==> src/rtl/vrfs_pkg.sv <==
package vrfs_pkg;
  typedef enum logic [1:0] {
    FLT_NONE = 2'd0,
    FLT_OC   = 2'd1,
    FLT_OV   = 2'd2
  } fault_e;
endpackage

==> src/rtl/vrfs_phase_counter.sv <==
module vrfs_phase_counter #(
  parameter int TRIP = 15
) (
  input  logic clk,
  input  logic rst_n,
  input  logic strobe,
  input  logic flag,
  output logic trip
);
  localparam int CW = $clog2(TRIP + 1);
  localparam logic [CW-1:0] LAST = CW'(TRIP - 1);

  logic [CW-1:0] run_cnt;

  assign trip = strobe && flag && (run_cnt == LAST);

  always_ff @(posedge clk or negedge rst_n) begin
    if (!rst_n) begin
      run_cnt <= '0;
    end else if (strobe) begin
      if (!flag)                run_cnt <= '0;
      else if (run_cnt != LAST) run_cnt <= run_cnt + 1'b1;
    end
  end

  a_r3_clean_clears: assert property (@(posedge clk) disable iff (!rst_n)
    (strobe && !flag) |=> (run_cnt == '0));
  a_r3_idle_holds: assert property (@(posedge clk) disable iff (!rst_n)
    !strobe |=> $stable(run_cnt));
  a_r2_count_bounded: assert property (@(posedge clk) disable iff (!rst_n)
    run_cnt <= LAST);
endmodule

==> src/rtl/vrfs_ov_monitor.sv <==
module vrfs_ov_monitor #(
  parameter int VW       = 8,
  parameter int OFS      = 30,
  parameter int VMAX_RST = 100
) (
  input  logic          clk,
  input  logic          rst_n,
  input  logic          por_done,
  input  logic          wr_en,
  input  logic [VW-1:0] wr_data,
  input  logic          s_valid,
  input  logic [VW-1:0] s_data,
  output logic          ov_hit
);
  localparam logic [VW:0] OFS_W = (VW+1)'(OFS);

  logic [VW-1:0] vmax_q;
  logic [VW:0]   thr_sum;
  logic [VW-1:0] thr;

  always_ff @(posedge clk or negedge rst_n) begin
    if (!rst_n)     vmax_q <= VW'(VMAX_RST);
    else if (wr_en) vmax_q <= wr_data;
  end

  assign thr_sum = {1'b0, vmax_q} + OFS_W;
  assign thr     = thr_sum[VW] ? {VW{1'b1}} : thr_sum[VW-1:0];
  assign ov_hit  = por_done && s_valid && (s_data > thr);

  a_r7_threshold_floor: assert property (@(posedge clk) disable iff (!rst_n)
    thr >= vmax_q);
  a_r6_unarmed_quiet: assert property (@(posedge clk) disable iff (!rst_n)
    !por_done |-> !ov_hit);
endmodule

==> src/rtl/vr_fault_supervisor.sv <==
module vr_fault_supervisor
  import vrfs_pkg::*;
#(
  parameter int NPH      = 4,
  parameter int VW       = 8,
  parameter int TRIP     = 15,
  parameter int OFS      = 30,
  parameter int VMAX_RST = 100
) (
  input  logic           clk,
  input  logic           rst_n,
  input  logic           por_done,
  input  logic [NPH-1:0] oc_flag,
  input  logic [NPH-1:0] pwm_strobe,
  input  logic           vs_valid,
  output logic           vs_ready,
  input  logic [VW-1:0]  vs_data,
  input  logic           vmax_wr,
  input  logic [VW-1:0]  vmax_wdata,
  output logic [NPH-1:0] hs_blank,
  output logic           pwm_hiz,
  output logic           ls_force_on,
  output logic           ss_req,
  output logic [1:0]     first_fault
);
  logic [NPH-1:0] phase_trip;
  logic           ov_hit;
  logic           oc_latch, ov_latch;
  fault_e         first_q;

  for (genvar p = 0; p < NPH; p++) begin : g_phase
    vrfs_phase_counter #(.TRIP(TRIP)) u_cnt (
      .clk    (clk),
      .rst_n  (rst_n),
      .strobe (pwm_strobe[p]),
      .flag   (oc_flag[p]),
      .trip   (phase_trip[p])
    );
  end

  vrfs_ov_monitor #(.VW(VW), .OFS(OFS), .VMAX_RST(VMAX_RST)) u_ov (
    .clk      (clk),
    .rst_n    (rst_n),
    .por_done (por_done),
    .wr_en    (vmax_wr),
    .wr_data  (vmax_wdata),
    .s_valid  (vs_valid),
    .s_data   (vs_data),
    .ov_hit   (ov_hit)
  );

  always_ff @(posedge clk or negedge rst_n) begin
    if (!rst_n) begin
      oc_latch <= 1'b0;
      ov_latch <= 1'b0;
      first_q  <= FLT_NONE;
    end else begin
      if (|phase_trip) oc_latch <= 1'b1;
      if (ov_hit)      ov_latch <= 1'b1;
      if (first_q == FLT_NONE) begin
        if (ov_hit)           first_q <= FLT_OV;
        else if (|phase_trip) first_q <= FLT_OC;
      end
    end
  end

  assign vs_ready    = rst_n;
  assign hs_blank    = ov_latch ? {NPH{1'b1}} : oc_flag;
  assign ls_force_on = ov_latch;
  assign pwm_hiz     = oc_latch && !ov_latch;
  assign ss_req      = oc_latch;
  assign first_fault = first_q;

  a_r4_oc_sticky: assert property (@(posedge clk) disable iff (!rst_n)
    ss_req |=> ss_req);
  a_r5_ov_sticky: assert property (@(posedge clk) disable iff (!rst_n)
    ls_force_on |=> ls_force_on);
  a_r5_ov_blanks_all: assert property (@(posedge clk) disable iff (!rst_n)
    ls_force_on |-> (&hs_blank));
  a_r8_ov_priority: assert property (@(posedge clk) disable iff (!rst_n)
    ls_force_on |-> !pwm_hiz);
  a_r1_blank_follows: assert property (@(posedge clk) disable iff (!rst_n)
    !ls_force_on |-> (hs_blank == oc_flag));
  a_r9_first_stable: assert property (@(posedge clk) disable iff (!rst_n)
    (first_fault != 2'd0) |=> $stable(first_fault));
  a_r9_first_set: assert property (@(posedge clk) disable iff (!rst_n)
    (ss_req || ls_force_on) |-> (first_fault != 2'd0));
endmodule

==> config.mk <==
export PLATFORM = sky130hd
export DESIGN_NAME = vr_fault_supervisor
export DESIGN_NICKNAME = d
export VERILOG_FILES = /design/src/rtl/vrfs_pkg.sv /design/src/rtl/vrfs_phase_counter.sv /design/src/rtl/vrfs_ov_monitor.sv /design/src/rtl/vr_fault_supervisor.sv
export SDC_FILE = /design/constraint.sdc
export NUM_CORES = 1
export LEC_CHECK = 0
export BUFFER_PORTS_ARGS = -buffer_cell sky130_fd_sc_hd__buf_2
export CORE_ASPECT_RATIO = 0.6
export CORE_MARGIN = 10
export CORE_UTILIZATION = 50
export DETAILED_ROUTE_END_ITERATION = 6
export PLACE_DENSITY = 0.77
export SYNTH_ARGS = -nofsm -noshare
export SYNTH_HDL_FRONTEND = slang
export SYNTH_HIERARCHICAL = 1
export SYNTH_SLANG_ARGS = --single-unit
==> constraint.sdc <==
create_clock -name clk -period 2.45 [get_ports clk]
set_input_delay 0.1225 -clock clk [delete_from_list [all_inputs] [get_ports clk]]
set_output_delay 0.1225 -clock clk [all_outputs]
set_load 0.03 [all_outputs]
==> results of run 1 <==
## path summary, 6_finish.rpt
check / to / slack, ns / depth (start not counted)
max: first_fault[0]$_DFFE_PN0P_ / 0.10 / 9
min: u_ov/vmax_q[1]$_DFFE_PN0P_ / 0.06 / 3
max reg2reg: first_fault[0]$_DFFE_PN0P_ / 0.10 / 9
min reg2reg: ss_req$_DFFE_PN0P_ / 0.50 / 1
max in group asynchronous: u_ov/vmax_q[2]$_DFFE_PN1P_ / 1.72 / 3
min in group asynchronous: u_ov/vmax_q[7]$_DFFE_PN0P_ / 0.42 / 3
## worst max-delay path, cell delays in order (launching register included)
cell	delay, ns
dfrtp_1	0.43
nor4_4	0.34
nand2b_4	0.20
nor2_1	0.04
mux2_4	0.27
ha_4	0.27
nand4_1	0.09
o211a_1	0.22
o21a_1	0.14
o31ai_2	0.27
## synth_stat cells (2+ instances only)
cell type  instances  area [um^2]
or2_2              6         37.5
buf_2              4         20.0
mux2_2             6         67.6
nand3_1            6         30.0
o21ai_0            7         35.0
nand4_1            6         37.5
a21o_1             5         37.5
nand3_2            4         40.0
a41oi_1            4         35.0
a21bo_1            4         40.0
dfstp_2            3         78.8
o21ai_1            4         20.0
nor2b_1            3         18.8
a21oi_1           20          100
o31ai_1            2         15.0
dfrtp_1           25          626
nand2b_1           2         12.5
inv_1             12         45.0
o221ai_1           4         35.0
nand2_1           17         63.8
xor2_1             2         17.5
nand4b_1           4         35.0
nor2_1            13         48.8
ha_1              17          213
and2_1             5         31.3
## flip-flops by register name, summed over array words and instances, names as in the netlist
register,cells
g_phase.u_cnt/run_cnt,16
u_ov/vmax_q,8
first_fault,2
ls_force_on,1
ss_req,1
## power by group through the flow
| stage | clock network [uW] | registers, uW | logic, uW |
|---|---|---|---|
| 2_1_floorplan | 0 | 566 | 178 |
| 3_3_place_gp | 0 | 575 | 254 |
| 3_5_place_dp | 0 | 577 | 258 |
| 4_1_cts | 299 | 569 | 262 |
| 5_1_grt | 317 | 579 | 319 |
| 6_report | 289 | 571 | 281 |
## per-layer routing
metal,wire length [um],GRT usage (%)
met2,1850,17.2
met3,305,4.43
met5,0,0
met4,16,2.14
met1,2110,18.4
## layout make-up
cell class	instances	area, um^2
fill	284	1200
multi-input combinational	149	1110
sequential	28	704
timing repair buffer	44	238
tap	45	56.3
clock buffer	4	55.1
inverter	12	45.0
## timing repair
action | in CTS | in global routing
endpoints found under the hold margin | 25 | 0
resized for setup | 0 | 7
buffers inserted | 0 | 3
setup endpoints to repair | 0 | 3
hold buffers | 1 | 0
## per-stage QoR
step	total power [uW]	util, %	cell area, um^2
after global placement	829	61.0	2080
final	1140	64.8	2210
after detailed placement	835	61.0	2080
after CTS	1130	62.9	2140
after global routing	1210	64.8	2210
after floorplan	744	-	1850
## cells by family (layout without fill, tap and decap cells)
group	count (synthesis)	count (layout)	share of synthesized area [%]
DFF	28	28	38.2
xor gates and xnor gates	2	2	0.949
adders and majority gates	17	17	11.5
AOI/OAI and AO/OA	53	53	18.6
buffers and inverters	18	60	4.14
and+or+nand+nor	69	69	21.6
muxes	8	8	5.02
==> summary.txt, run 1 <==
commonest non-fill, non-tap cells in the layout -> buf_2, dfrtp_1, a21oi_1
Startpoint Class -> flip-flop
I/O Buffers -> 38
initial antenna violation count -> 0
Hold Crit Class -> input pin to flip-flop
synthesis warning total -> 6
share of layout cells above drive strength 1 -> 31.6%
Final Cycle Share -> 95.8%
peak supply drop -> 0.255 mV
syn_area_per_cell -> 9.46 um^2
r2r startpoint -> u_ov/vmax_q[3]$_DFFE_PN0P_
number of global-route vias before repair -> 1431
WS Path Type -> flip-flop to flip-flop
Worst Hold Slack -> 0.0552 ns
sequential power share -> 50.0%
CTS max path bufs -> 2
CP Capture Type -> flip-flop
CTS Root Cell -> clkbuf_8
DRT antenna net count -> 0
Top FF cell, synth -> dfrtp_1
drt wl/cell -> 15.2 um
pre-CTS setup slack -> 0.0242 ns
All-Layer GR Usage -> 12.6%
DRT Wirelength -> 4290 um
post-synthesis instance area -> 1850 um^2
Die Wd -> 98.4 um
CTS tree -> yes
Final min period -> 2.35 ns
first-pass GRT wire length -> 7030 um
Cells after Synth -> 195
WP data arrival -> 2.54 ns
Worst Max-Slew Pin Slew -> 0.356 ns
Core Box Area -> 3400 um^2
CP max FO -> 4
H-Tree Level Count -> 1
Via density -> 5.61
Layout area overhead -> 19.5%
asr flop ratio synth -> 100%
Switch Pwr -> 353 uW
worst hold start -> vmax_wdata[1]
die footprint -> 6600 um^2
total negative slack -> 0 ns
clock network fraction of total power -> 25.3%
I/O pins -> 39
final hold viol count -> 0
number of max-cap violations -> 0
setup ws final -> 0.102 ns
Die Ht -> 67.1 um
HPWL Detailed -> 3310 um
fin cells -> 282
pin count of the biggest net entering global routing -> 29
clock sink total -> 28
Final nets -> 284
most common cell after layout, fill and taps aside -> buf_2
number of synthesized register bits -> 28
Pwr Density -> 517 nW/um^2
required time of the worst setup path -> 2.64 ns
Seq/Total Area, Yosys -> 38.2%
Initial Utilization -> 54.2%
Vias -> 1581
Slew Limit Fails -> 0
Post-synth EDFFs -> 0
drt pass-1 iters -> 6
Leakage Power -> 0.00101 uW
gpl congestion -> 0.820
number of buffers created by CTS -> 3
detailed-route DRC error count -> 0
# diodes -> 0
Row Count -> 16
status -> complete, no violations
Cell Int Power -> 788 uW
worst setup path start -> u_ov/vmax_q[3]$_DFFE_PN0P_
combinational fraction of design power -> 24.7%
Max Fclk -> 426 MHz
CTS clk-pin slew, worst paths -> 0.10 ns
Initial DRC Count -> 84
Clock Skews -> 0.00541 ns
Slew headroom -> 76.3%
final setup vio count -> 0
Yosys cell types -> 35
dpl cells -> 274
Post-Synthesis Net Count -> 241
Sw Share -> 30.9%
latest clock arrival within the worst-skew pair -> 0.28 ns
total gr overflow -> 0
(Power assumes the default switching activity.)
==> run 2: changes to the inputs <==
==> constraint.sdc (replaced) <==
create_clock -name clk -period 2.45 [get_ports clk]
set_input_delay 0.1225 -clock clk [delete_from_list [all_inputs] [get_ports clk]]
set_output_delay 0.1225 -clock clk [all_outputs]
set_load 0.005 [all_outputs]
==> run 2 against run 1 <==
Clock power down 10%. Non-clock buffer count fell by 2. Sequential cell count unchanged. Critical endpoint is now ls_force_on$_DFFE_PN0P_. Largest cell class unchanged.
==> summary.txt, run 2 (synthesized netlist as in run 1, its figures left out) <==
first-pass GRT wire length -> 7020 um (was 7030 um)
WP data arrival -> 2.48 ns (was 2.54 ns)
Final Power -> 1090 uW (was 1140 uW)
I/O Buffers -> 38 (unchanged)
commonest non-fill, non-tap cells in the layout -> buf_2, dfrtp_1, a21oi_1 (unchanged)
Die Wd -> 98.4 um (unchanged)
final setup vio count -> 0 (unchanged)
Hold Crit Class -> input pin to flip-flop (unchanged)
DRT Wirelength -> 4230 um (was 4290 um)
Worst Hold Slack -> 0.0624 ns (was 0.0552 ns)
drt pass-1 iters -> 4 (was 6)
gpl congestion -> 0.834 (was 0.820)
total gr overflow -> 0 (unchanged)
latest clock arrival within the worst-skew pair -> 0.27 ns (was 0.28 ns)
WS Path Type -> flip-flop to flip-flop (unchanged)
Final Core Density -> 63.6% (was 64.8%)
DRT antenna net count -> 0 (unchanged)
Vias -> 1556 (was 1581)
Row Count -> 16 (unchanged)
number of global-route vias before repair -> 1451 (was 1431)
share of layout cells above drive strength 1 -> 30.2% (was 31.6%)
status -> complete, no violations (unchanged)
All-Layer GR Usage -> 12.8% (was 12.6%)
I/O pins -> 39 (unchanged)
combinational fraction of design power -> 24.1% (was 24.7%)
Final nets -> 282 (was 284)
Final min period -> 2.31 ns (was 2.35 ns)
Largest register FFs -> 16 (unchanged)
clock network fraction of total power -> 23.8% (was 25.3%)
Die Ht -> 67.1 um (unchanged)
dpl cells -> 274 (unchanged)
Initial DRC Count -> 52 (was 84)
CTS max path bufs -> 2 (unchanged)
CP cell instances -> nor4_4 -> nand2b_4 -> nor2_1 -> mux2_4 -> ha_4 -> nand4_1 -> o211a_1 -> o21a_1 -> or2_4 (was nor4_4 -> nand2b_4 -> nor2_1 -> mux2_4 -> ha_4 -> nand4_1 -> o211a_1 -> o21a_1 -> o31ai_2)
final instance area -> 2170 um^2 (was 2210 um^2)
Slew headroom -> 80.4% (was 76.3%)
fin cells -> 280 (was 282)
peak supply drop -> 0.241 mV (was 0.255 mV)
Startpoint Class -> flip-flop (unchanged)
Max Fclk -> 434 MHz (was 426 MHz)
Switch Pwr -> 339 uW (was 353 uW)
Slew Limit Fails -> 0 (unchanged)
detailed-route DRC error count -> 0 (unchanged)
number of max-cap violations -> 0 (unchanged)
clock sink total -> 28 (unchanged)
Cell Int Power -> 755 uW (was 788 uW)
CP max FO -> 4 (unchanged)
# diodes -> 0 (unchanged)
Layout area overhead -> 17.4% (was 19.5%)
Core Box Area -> 3400 um^2 (unchanged)
Worst Max-Slew Pin Slew -> 0.291 ns (was 0.356 ns)
required time of the worst setup path -> 2.62 ns (was 2.64 ns)
Initial Utilization -> 54.2% (unchanged)
Clock Skews -> 0.00652 ns (was 0.00541 ns)
CTS tree -> yes (unchanged)
CTS Root Cell -> clkbuf_8 (unchanged)
Reg with most FFs -> g_phase.u_cnt/run_cnt (unchanged)
HPWL Detailed -> 3320 um (was 3310 um)
most common cell after layout, fill and taps aside -> buf_2 (unchanged)
H-Tree Level Count -> 1 (unchanged)
pin count of the biggest net entering global routing -> 19 (was 29)
Critical-path top delay cell -> dfrtp_1 (unchanged)
initial antenna violation count -> 0 (unchanged)
Final Cycle Share -> 94.2% (was 95.8%)
Sw Share -> 31.0% (was 30.9%)
Via density -> 5.56 (was 5.61)
CTS clk-pin slew, worst paths -> 0.10 ns (about the same)
CP Capture Type -> flip-flop (unchanged)
flop-to-flop setup slack -> 0.14 ns (was 0.10 ns)
Pwr Density -> 505 nW/um^2 (was 517 nW/um^2)
final hold viol count -> 0 (unchanged)
max incr delay on CP -> 0.43 ns (about the same)
sequential power share -> 52.1% (was 50.0%)
Leakage Power -> 0.000998 uW (was 0.00101 uW)
number of buffers created by CTS -> 3 (unchanged)
drt wl/cell -> 15.1 um (was 15.2 um)
die footprint -> 6600 um^2 (unchanged)
Placed Area -> 2080 um^2 (unchanged)
## run 2: cell types whose count changed in the layout (fill, tap and decap cells not counted), sizes merged
cell,before,now
buf,43,41
## run 2: stage by stage
stage / TNS [ns] / setup slack, ns
final: 0 / 0.143
after global routing: -0.0341 / -0.0245
after CTS: 0 / 0.0405
after detailed placement: 0 / 0.0495
after global placement: 0 / 0.111
after floorplan: 0 / 0.201
## run 2: power groups by stage
stage / clock network (uW) / registers (uW) / logic (uW)
after floorplan: 0 / 562 / 173
after global placement: 0 / 575 / 245
after detailed placement: 0 / 576 / 249
after CTS: 272 / 568 / 255
after global routing: 290 / 578 / 302
final: 260 / 570 / 264
## run 2: critical path: cells and delay by family, from the launching register on
| family | cells | cell delay (ns) |
|---|---|---|
| flops | 1 | 0.43 |
| mux | 1 | 0.27 |
| simple gates | 5 | 0.89 |
| compound gates | 2 | 0.36 |
| fa+ha+maj | 1 | 0.27 |
## run 2: per-layer routing
| layer | vias up | GRT usage (%) | share of wire [%] |
|---|---|---|---|
| met5 | - | 0 | 0 |
| met2 | 42 | 18.6 | 43 |
| met4 | 0 | 1.42 | 0.19 |
| met3 | 2 | 3.91 | 6.5 |
| met1 | 722 | 18.4 | 50 |
| li1 | 790 | - | - |
## run 2: layout make-up
class	instances	area (um^2)
clock buffers	4	45.0
well taps	45	56.3
inverters	12	45.0
flip-flops and latches	28	704
fillers	300	1240
repair buffers	42	223
multi-input cells	149	1090
## run 2: timing repair
item                                    in CTS  in global routing
endpoints found under the hold margin       10                  0
hold buffers                                 1                  0
setup buffers                                0                  1
endpoints found under the setup margin       0                  2
gates resized for setup                      0                  5
## run 2: path summary, 6_finish.rpt
path,from,to,cells past startpoint
min in group asynchronous,rst_n,g_phase[1].u_cnt/run_cnt[2]$_DFFE_PN0P_,2
setup / recovery,u_ov/vmax_q[3]$_DFFE_PN0P_,ls_force_on$_DFFE_PN0P_,9
hold / removal,vmax_wdata[1],u_ov/vmax_q[1]$_DFFE_PN0P_,3
max in group asynchronous,rst_n,u_ov/vmax_q[2]$_DFFE_PN1P_,3
setup reg to reg,u_ov/vmax_q[3]$_DFFE_PN0P_,ls_force_on$_DFFE_PN0P_,9
hold reg to reg,ss_req$_DFFE_PN0P_,ss_req$_DFFE_PN0P_,1
